==> src/rtl/rtc_pkg.sv <==
package rtc_pkg;
  localparam int RTC_AW = 8;

  localparam logic [RTC_AW-1:0] ADR_CNT  = 8'h00;
  localparam logic [RTC_AW-1:0] ADR_AL0  = 8'h04;
  localparam logic [RTC_AW-1:0] ADR_STAT = 8'h08;
  localparam logic [RTC_AW-1:0] ADR_DIV  = 8'h0C;
  localparam logic [RTC_AW-1:0] ADR_DEEP = 8'h14;
  localparam logic [RTC_AW-1:0] ADR_AL1  = 8'h18;
  localparam logic [RTC_AW-1:0] ADR_SEL  = 8'h1C;
  localparam logic [RTC_AW-1:0] ADR_SCR  = 8'h40;

  localparam int SEL_RTC = 3;
  localparam int NUM_AL  = 2;
  localparam int NUM_EV  = 3;

  // event index: 0 alarm0, 1 seconds, 2 alarm1
  function automatic int ev_bit(input int i);
    case (i)
      0:       return 0;
      1:       return 1;
      default: return 4;
    endcase
  endfunction

  function automatic int en_bit(input int i);
    case (i)
      0:       return 2;
      1:       return 3;
      default: return 6;
    endcase
  endfunction

  function automatic logic [RTC_AW-1:0] alarm_adr(input int k);
    return (k == 0) ? ADR_AL0 : ADR_AL1;
  endfunction
endpackage

==> src/rtl/rtc_prescaler.sv <==
module rtc_prescaler #(
  parameter int DIV_W = 16
) (
  input  logic             clk,
  input  logic             rst,
  input  logic             run,
  input  logic             restart,
  input  logic [DIV_W-1:0] div,
  output logic             tick
);
  localparam int PW = DIV_W + 1;

  logic [PW-1:0] pcnt_q;
  logic [PW-1:0] term;

  // period is 2*(div+1): count 0 .. 2*div+1
  assign term = {div, 1'b1};
  assign tick = run && (pcnt_q >= term);

  always_ff @(posedge clk) begin
    if (rst)                  pcnt_q <= '0;
    else if (restart || tick) pcnt_q <= '0;
    else if (run)             pcnt_q <= pcnt_q + 1'b1;
  end
endmodule

==> src/rtl/rtc_alarm_cmp.sv <==
module rtc_alarm_cmp #(
  parameter int W = 32
) (
  input  logic         clk,
  input  logic         rst,
  input  logic         wr_en,
  input  logic [W-1:0] wr_data,
  input  logic [W-1:0] probe,
  output logic [W-1:0] value,
  output logic         hit
);
  always_ff @(posedge clk) begin
    if (rst)        value <= '0;
    else if (wr_en) value <= wr_data;
  end

  assign hit = (probe == value);
endmodule

==> src/rtl/rtc_event_flag.sv <==
module rtc_event_flag (
  input  logic clk,
  input  logic rst,
  input  logic set,
  input  logic clr,
  output logic flag
);
  // a fresh event outranks a same-edge clear
  always_ff @(posedge clk) begin
    if (rst) flag <= 1'b0;
    else     flag <= set | (flag & ~clr);
  end
endmodule

==> src/rtl/rtc_tick_alarm.sv <==
module rtc_tick_alarm
  import rtc_pkg::*;
#(
  parameter int DATA_W    = 32,
  parameter int DIV_W     = 16,
  parameter int DIV_RESET = 1023,
  parameter int SUB_BITS  = 4,
  parameter int DEEP_W    = 8
) (
  input  logic              clk,
  input  logic              rst,
  input  logic [RTC_AW-1:0] bus_addr,
  input  logic              bus_we,
  input  logic [DATA_W-1:0] bus_wdata,
  output logic [DATA_W-1:0] bus_rdata,
  output logic              irq_o
);
  logic              cnt_wr, stat_wr, div_wr, deep_wr, sel_wr, scr_wr;
  logic              run, tick, adv;
  logic [DATA_W-1:0] cnt_q, cnt_inc;
  logic [DIV_W-1:0]  div_q;
  logic [DEEP_W-1:0] deep_q;
  logic [1:0]        clk_sel_q;
  logic [DATA_W-1:0] scr_q;
  logic [DATA_W-1:0] alarm_q [NUM_AL];
  logic [NUM_AL-1:0] al_hit;
  logic [NUM_EV-1:0] ev_q, en_q, ev_set;
  logic [DATA_W-1:0] stat_w, rd_mux;

  assign cnt_wr  = bus_we && (bus_addr == ADR_CNT);
  assign stat_wr = bus_we && (bus_addr == ADR_STAT);
  assign div_wr  = bus_we && (bus_addr == ADR_DIV);
  assign deep_wr = bus_we && (bus_addr == ADR_DEEP);
  assign sel_wr  = bus_we && (bus_addr == ADR_SEL);
  assign scr_wr  = bus_we && (bus_addr == ADR_SCR);

  assign run     = (clk_sel_q == 2'(SEL_RTC));
  assign adv     = tick && !cnt_wr;
  assign cnt_inc = cnt_q + 1'b1;

  rtc_prescaler #(.DIV_W(DIV_W)) u_pre (
    .clk(clk), .rst(rst), .run(run), .restart(cnt_wr), .div(div_q), .tick(tick)
  );

  always_ff @(posedge clk) begin
    if (rst) begin
      cnt_q     <= '0;
      div_q     <= DIV_W'(DIV_RESET);
      deep_q    <= '0;
      clk_sel_q <= '0;
      scr_q     <= '0;
    end else begin
      if (cnt_wr)      cnt_q <= bus_wdata;
      else if (tick)   cnt_q <= cnt_inc;
      if (div_wr)  div_q  <= bus_wdata[DIV_W-1:0];
      if (deep_wr) deep_q <= bus_wdata[DEEP_W-1:0];
      if (scr_wr)  scr_q  <= bus_wdata;
      if (sel_wr)  clk_sel_q <= (bus_wdata == DATA_W'(SEL_RTC)) ? 2'(SEL_RTC) : 2'd0;
    end
  end

  for (genvar k = 0; k < NUM_AL; k++) begin : g_alarm
    rtc_alarm_cmp #(.W(DATA_W)) u_cmp (
      .clk(clk), .rst(rst),
      .wr_en(bus_we && (bus_addr == alarm_adr(k))),
      .wr_data(bus_wdata), .probe(cnt_inc),
      .value(alarm_q[k]), .hit(al_hit[k])
    );
  end

  assign ev_set[0] = adv && en_q[0] && al_hit[0];
  assign ev_set[1] = adv && (cnt_q[SUB_BITS-1:0] == '1);
  assign ev_set[2] = adv && en_q[2] && al_hit[1];

  for (genvar i = 0; i < NUM_EV; i++) begin : g_event
    localparam int EVP = ev_bit(i);
    rtc_event_flag u_flag (
      .clk(clk), .rst(rst), .set(ev_set[i]),
      .clr(stat_wr && bus_wdata[EVP]), .flag(ev_q[i])
    );
  end

  always_ff @(posedge clk) begin
    if (rst) en_q <= '0;
    else if (stat_wr)
      for (int i = 0; i < NUM_EV; i++) en_q[i] <= bus_wdata[en_bit(i)];
  end

  always_comb begin
    stat_w = '0;
    for (int i = 0; i < NUM_EV; i++) begin
      stat_w[ev_bit(i)] = ev_q[i];
      stat_w[en_bit(i)] = en_q[i];
    end
  end

  always_comb begin
    case (bus_addr)
      ADR_CNT:  rd_mux = cnt_q;
      ADR_AL0:  rd_mux = alarm_q[0];
      ADR_STAT: rd_mux = stat_w;
      ADR_DIV:  rd_mux = DATA_W'(div_q);
      ADR_DEEP: rd_mux = DATA_W'(deep_q);
      ADR_AL1:  rd_mux = alarm_q[1];
      ADR_SEL:  rd_mux = DATA_W'(clk_sel_q);
      ADR_SCR:  rd_mux = scr_q;
      default:  rd_mux = '0;
    endcase
  end

  always_ff @(posedge clk) begin
    if (rst) begin
      bus_rdata <= '0;
      irq_o     <= 1'b0;
    end else begin
      bus_rdata <= rd_mux;
      irq_o     <= |(ev_q & en_q);
    end
  end
endmodule

==> config.mk <==
export PLATFORM = sky130hd
export DESIGN_NAME = rtc_tick_alarm
export DESIGN_NICKNAME = d
export VERILOG_FILES = /design/src/rtl/rtc_pkg.sv /design/src/rtl/rtc_prescaler.sv /design/src/rtl/rtc_alarm_cmp.sv /design/src/rtl/rtc_event_flag.sv /design/src/rtl/rtc_tick_alarm.sv
export SDC_FILE = /design/constraint.sdc
export NUM_CORES = 1
export LEC_CHECK = 0
export ABC_AREA = 1
export BUFFER_PORTS_ARGS = -buffer_cell sky130_fd_sc_hd__buf_2
export CORE_MARGIN = 5
export CORE_UTILIZATION = 40
export DETAILED_ROUTE_END_ITERATION = 10
export PLACE_DENSITY = 0.55
export SLEW_MARGIN = 15
export SYNTH_ARGS = -nofsm -noshare
export SYNTH_HDL_FRONTEND = slang
export SYNTH_SLANG_ARGS = --single-unit
==> constraint.sdc <==
create_clock -name clk -period 2.4 [get_ports clk]
set_input_delay 0.24 -clock clk [delete_from_list [all_inputs] [get_ports clk]]
set_output_delay 0.24 -clock clk [all_outputs]
set_load 0.01 [all_outputs]
==> summary.txt <==
Outcome
  • Outcome: finished clean

Clock network
  • Worst-Skew Late Latency: 0.53 ns
  • H-tree Lvls: 1
  • Clk slew on worst S/H paths: 0.06 ns
  • Root Driver: clkbuf_16
  • CTS tree: done
  • Clk sinks: 209
  • Clk buf depth: 3
  • Number of CTS-inserted buffers: 25

Detailed routing
  • WL/cell: 18.3 um
  • Initial drt markers: 874
  • DRC viols: 0
  • Post-DRT Antenna Nets: 0
  • Max layer used: met4
  • Via Count: 11,300
  • First-pass DRT Iterations: 7
  • Routed wire length: 37,700 um
  • WL met3: 2290 um
  • Vias/cell: 5.49
  • Met1 wire length: 16,700 um
  • Met2 WL post-DR: 17,400 um

Timing
  • Tcrit/Tclk final: 93.3%
  • Unrepaired setup endpoints after global routing: true
  • Final WS setup: 0.161 ns
  • Clock skew: 0.0176 ns
  • Tightest Pin Transition: 0.775 ns
  • Fmax: 447 MHz
  • Total negative setup slack: 0 ns
  • Crit path time final: 2.24 ns
  • Slew Viols, Final: 0
  • Final Hold Viols: 0
  • Finish-stage setup viols: 0
  • Worst slew margin: 48.4%

Placed design
  • Place WS: 0.0724 ns
  • Hpwl dp: 27,100 um
  • Placer Congestion: 0.930
  • IO Port Bufs: 75

Power
  • Maximum vdd drop: 462 uV
  • P_leak: 5.07 nW
  • Pwr dens: 580 nW/um2

Logic synthesis
  • Synth warnings: 0
  • Most frequent cell after synthesis: nand2_1
  • Number of flops mapped to enable cells by yosys: 0
  • Synthesized Nets: 1,673
  • Commonest cells in the netlist: nand2_1 (357), dfxtp_1 (209), inv_1 (178), nor2_1 (168), nand3_1 (139)
  • Yosys top cell by area: dfxtp_1
  • Synthesized flop and latch total: 209
  • Synth Area per Inst: 6.75 um2
  • Mapped Cells: 1,612
  • Synth top area share: 38.5%
  • Synth area leaders: dfxtp_1 (38%), nand2_1 (12%), nand3_1 (6.4%)
  • Unique cell type count in the Yosys netlist: 42
  • Async SR Flop Fraction: 0%
  • Sequential area share after synthesis: 38.5%
  • Cell Area, Synth: 10,900 um2
  • Post-synth top flop: dfxtp_1

Final layout
  • Nets@finish: 1,757
  • N_diodes: 0
  • Share of cells above drive strength 1: 12.4%
  • Synth-to-Final Area Change: 16.9%
  • Fillers: 2,806

Critical path
  • Setup Crit Path Kind: reg -> reg
  • Worst setup EP type: register
  • Crit path DAT: 2.69 ns
  • Crit Path Max Fanout: 7
  • Req. time, crit path: 2.85 ns
  • Worst Setup Start Kind: register

Global routing
  • First-pass GRT wire length: 59,700 um
  • Remaining Overflow, GRT: 0
  • Initial antenna violation count: 0
  • GR Util All Layers: 24.0%
  • Largest net degree at the start of global routing: 64
  • Vias in the first global route: 10,700

Floorplan
  • Num rows: 60
  • Core area: 26,900 um2
  • Die ar.: 30,600 um2
  • Num ports: 76
  • Starting Density: 40.5%
  • Die Ht: 175 um
  • Die Wd: 175 um

Run
  • Max Cap Viol: 0

Worst hold path
  • Hold crit path type: in -> reg
metrics by stage:
step | instance area (um2) | power (W) | hold slack [ns] | util [%] | instances
6_report | 12700 | 0.00737 | 0.0215 | 47.3 | 2055
5_1_grt | 12700 | 0.00760 | 0.0265 | 47.3 | 2055
4_1_cts | 12600 | 0.00743 | 0.00632 | 46.9 | 2051
3_5_place_dp | 11800 | 0.00379 | 0.446 | 44.0 | 2004
3_3_place_gp | 11800 | 0.00379 | 0.449 | 44.0 | 2004
2_1_floorplan | 10900 | 0.00366 | 0.370 | - | 1612
cells by family after synthesis:
family / Yosys count / share of synthesized area [%]
AOI/OAI and AO/OA: 375 / 19.4
xor gates and xnor gates: 25 / 2.29
adders and majority gates: 18 / 2.07
buffers and inverters: 249 / 8.65
DFF: 209 / 38.5
and+or+nand+nor: 736 / 29.2
final timing paths:
path | startpoint | to | slack (ns) | cells after the start
max reg2reg | cnt_q[2] | g_event[0].u_flag.flag | 0.16 | 14
min | bus_wdata[19] | scr_q[19] | 0.02 | 3
max | cnt_q[2] | g_event[0].u_flag.flag | 0.16 | 14
min reg2reg | deep_q[1] | deep_q[1] | 0.45 | 2
layout by cell type (no fill, tap or decap), types with 4 or more instances in the layout:
cell type  instances
nor3_1            11
nand4_1           16
o21ai_0          124
inv_2              5
clkinv_2           5
nand2_2            6
buf_12             5
dfxtp_2            4
nor2_2            12
a2111oi_0          4
buf_4             40
buf_2             75
clkbuf_1           8
nor2_4            10
a221oi_1          20
nor2_1           160
ha_1              17
nand3_1          135
o211ai_1          10
xnor2_1            4
clkbuf_16         25
inv_1            177
nor4_1            11
a21oi_1          135
xor2_1            19
or2_2              4
a31oi_1           31
dfxtp_1          205
nand2_1          355
nand3_2            6
o22ai_1           43
where the power goes:
group | switching [W] | leakage [nW] | internal (W)
registers | 0.00000404 | 1.69 | 0.00347
clock network | 0.00153 | 0.378 | 0.00212
logic | 0.000178 | 3.01 | 0.0000682
total | 0.00171 | 5.07 | 0.00566
area by class of cell:
class | instances | area, um2 | share of cell area [%]
tap | 341 | 427 | 3.35
inverter | 184 | 693 | 5.45
timing repair buffer | 122 | 796 | 6.26
multi-input combinational | 1154 | 5840 | 45.9
sequential | 209 | 4190 | 32.9
clock buffer | 36 | 697 | 5.48
clock inverter | 9 | 78.8 | 0.620
worst max-delay path: stages (launching register included):
cell	delay [ns]
dfxtp_1	0.45
nand2_1	0.13
nor2_4	0.23
nand3_2	0.23
inv_2	0.17
nand2_1	0.08
nand2_1	0.10
nand2_1	0.09
nand2_1	0.07
nand2_1	0.04
nor2_1	0.16
nand2_1	0.08
nor2_1	0.13
nand4_1	0.09
a21oi_1	0.12
state kept, by name (all words and copies together), names as in the netlist:
name	flops
scr_q	32
en_q	3
div_q	16
bus_rdata	32
deep_q	8
cnt_q	32
irq_o	1
g_event.u_flag.flag	3
g_alarm.u_cmp.value	64
u_pre.pcnt_q	17
clk_sel_q	1
what timing repair did:
action / 4_1_cts / 5_1_grt
endpoints found under the hold margin: 2 / 0
endpoints found under the setup margin: 0 / 32
buffers inserted: 0 / 4
hold buffers: 2 / 0
resized for setup: 0 / 23
metal layers:
layer  up-vias  GRT usage, %
met5         -             0
met4         0          6.81
met3        70          2.88
met2       360          40.6
met1      5276          32.5
li1       5567             -
(Power assumes the default switching activity.)
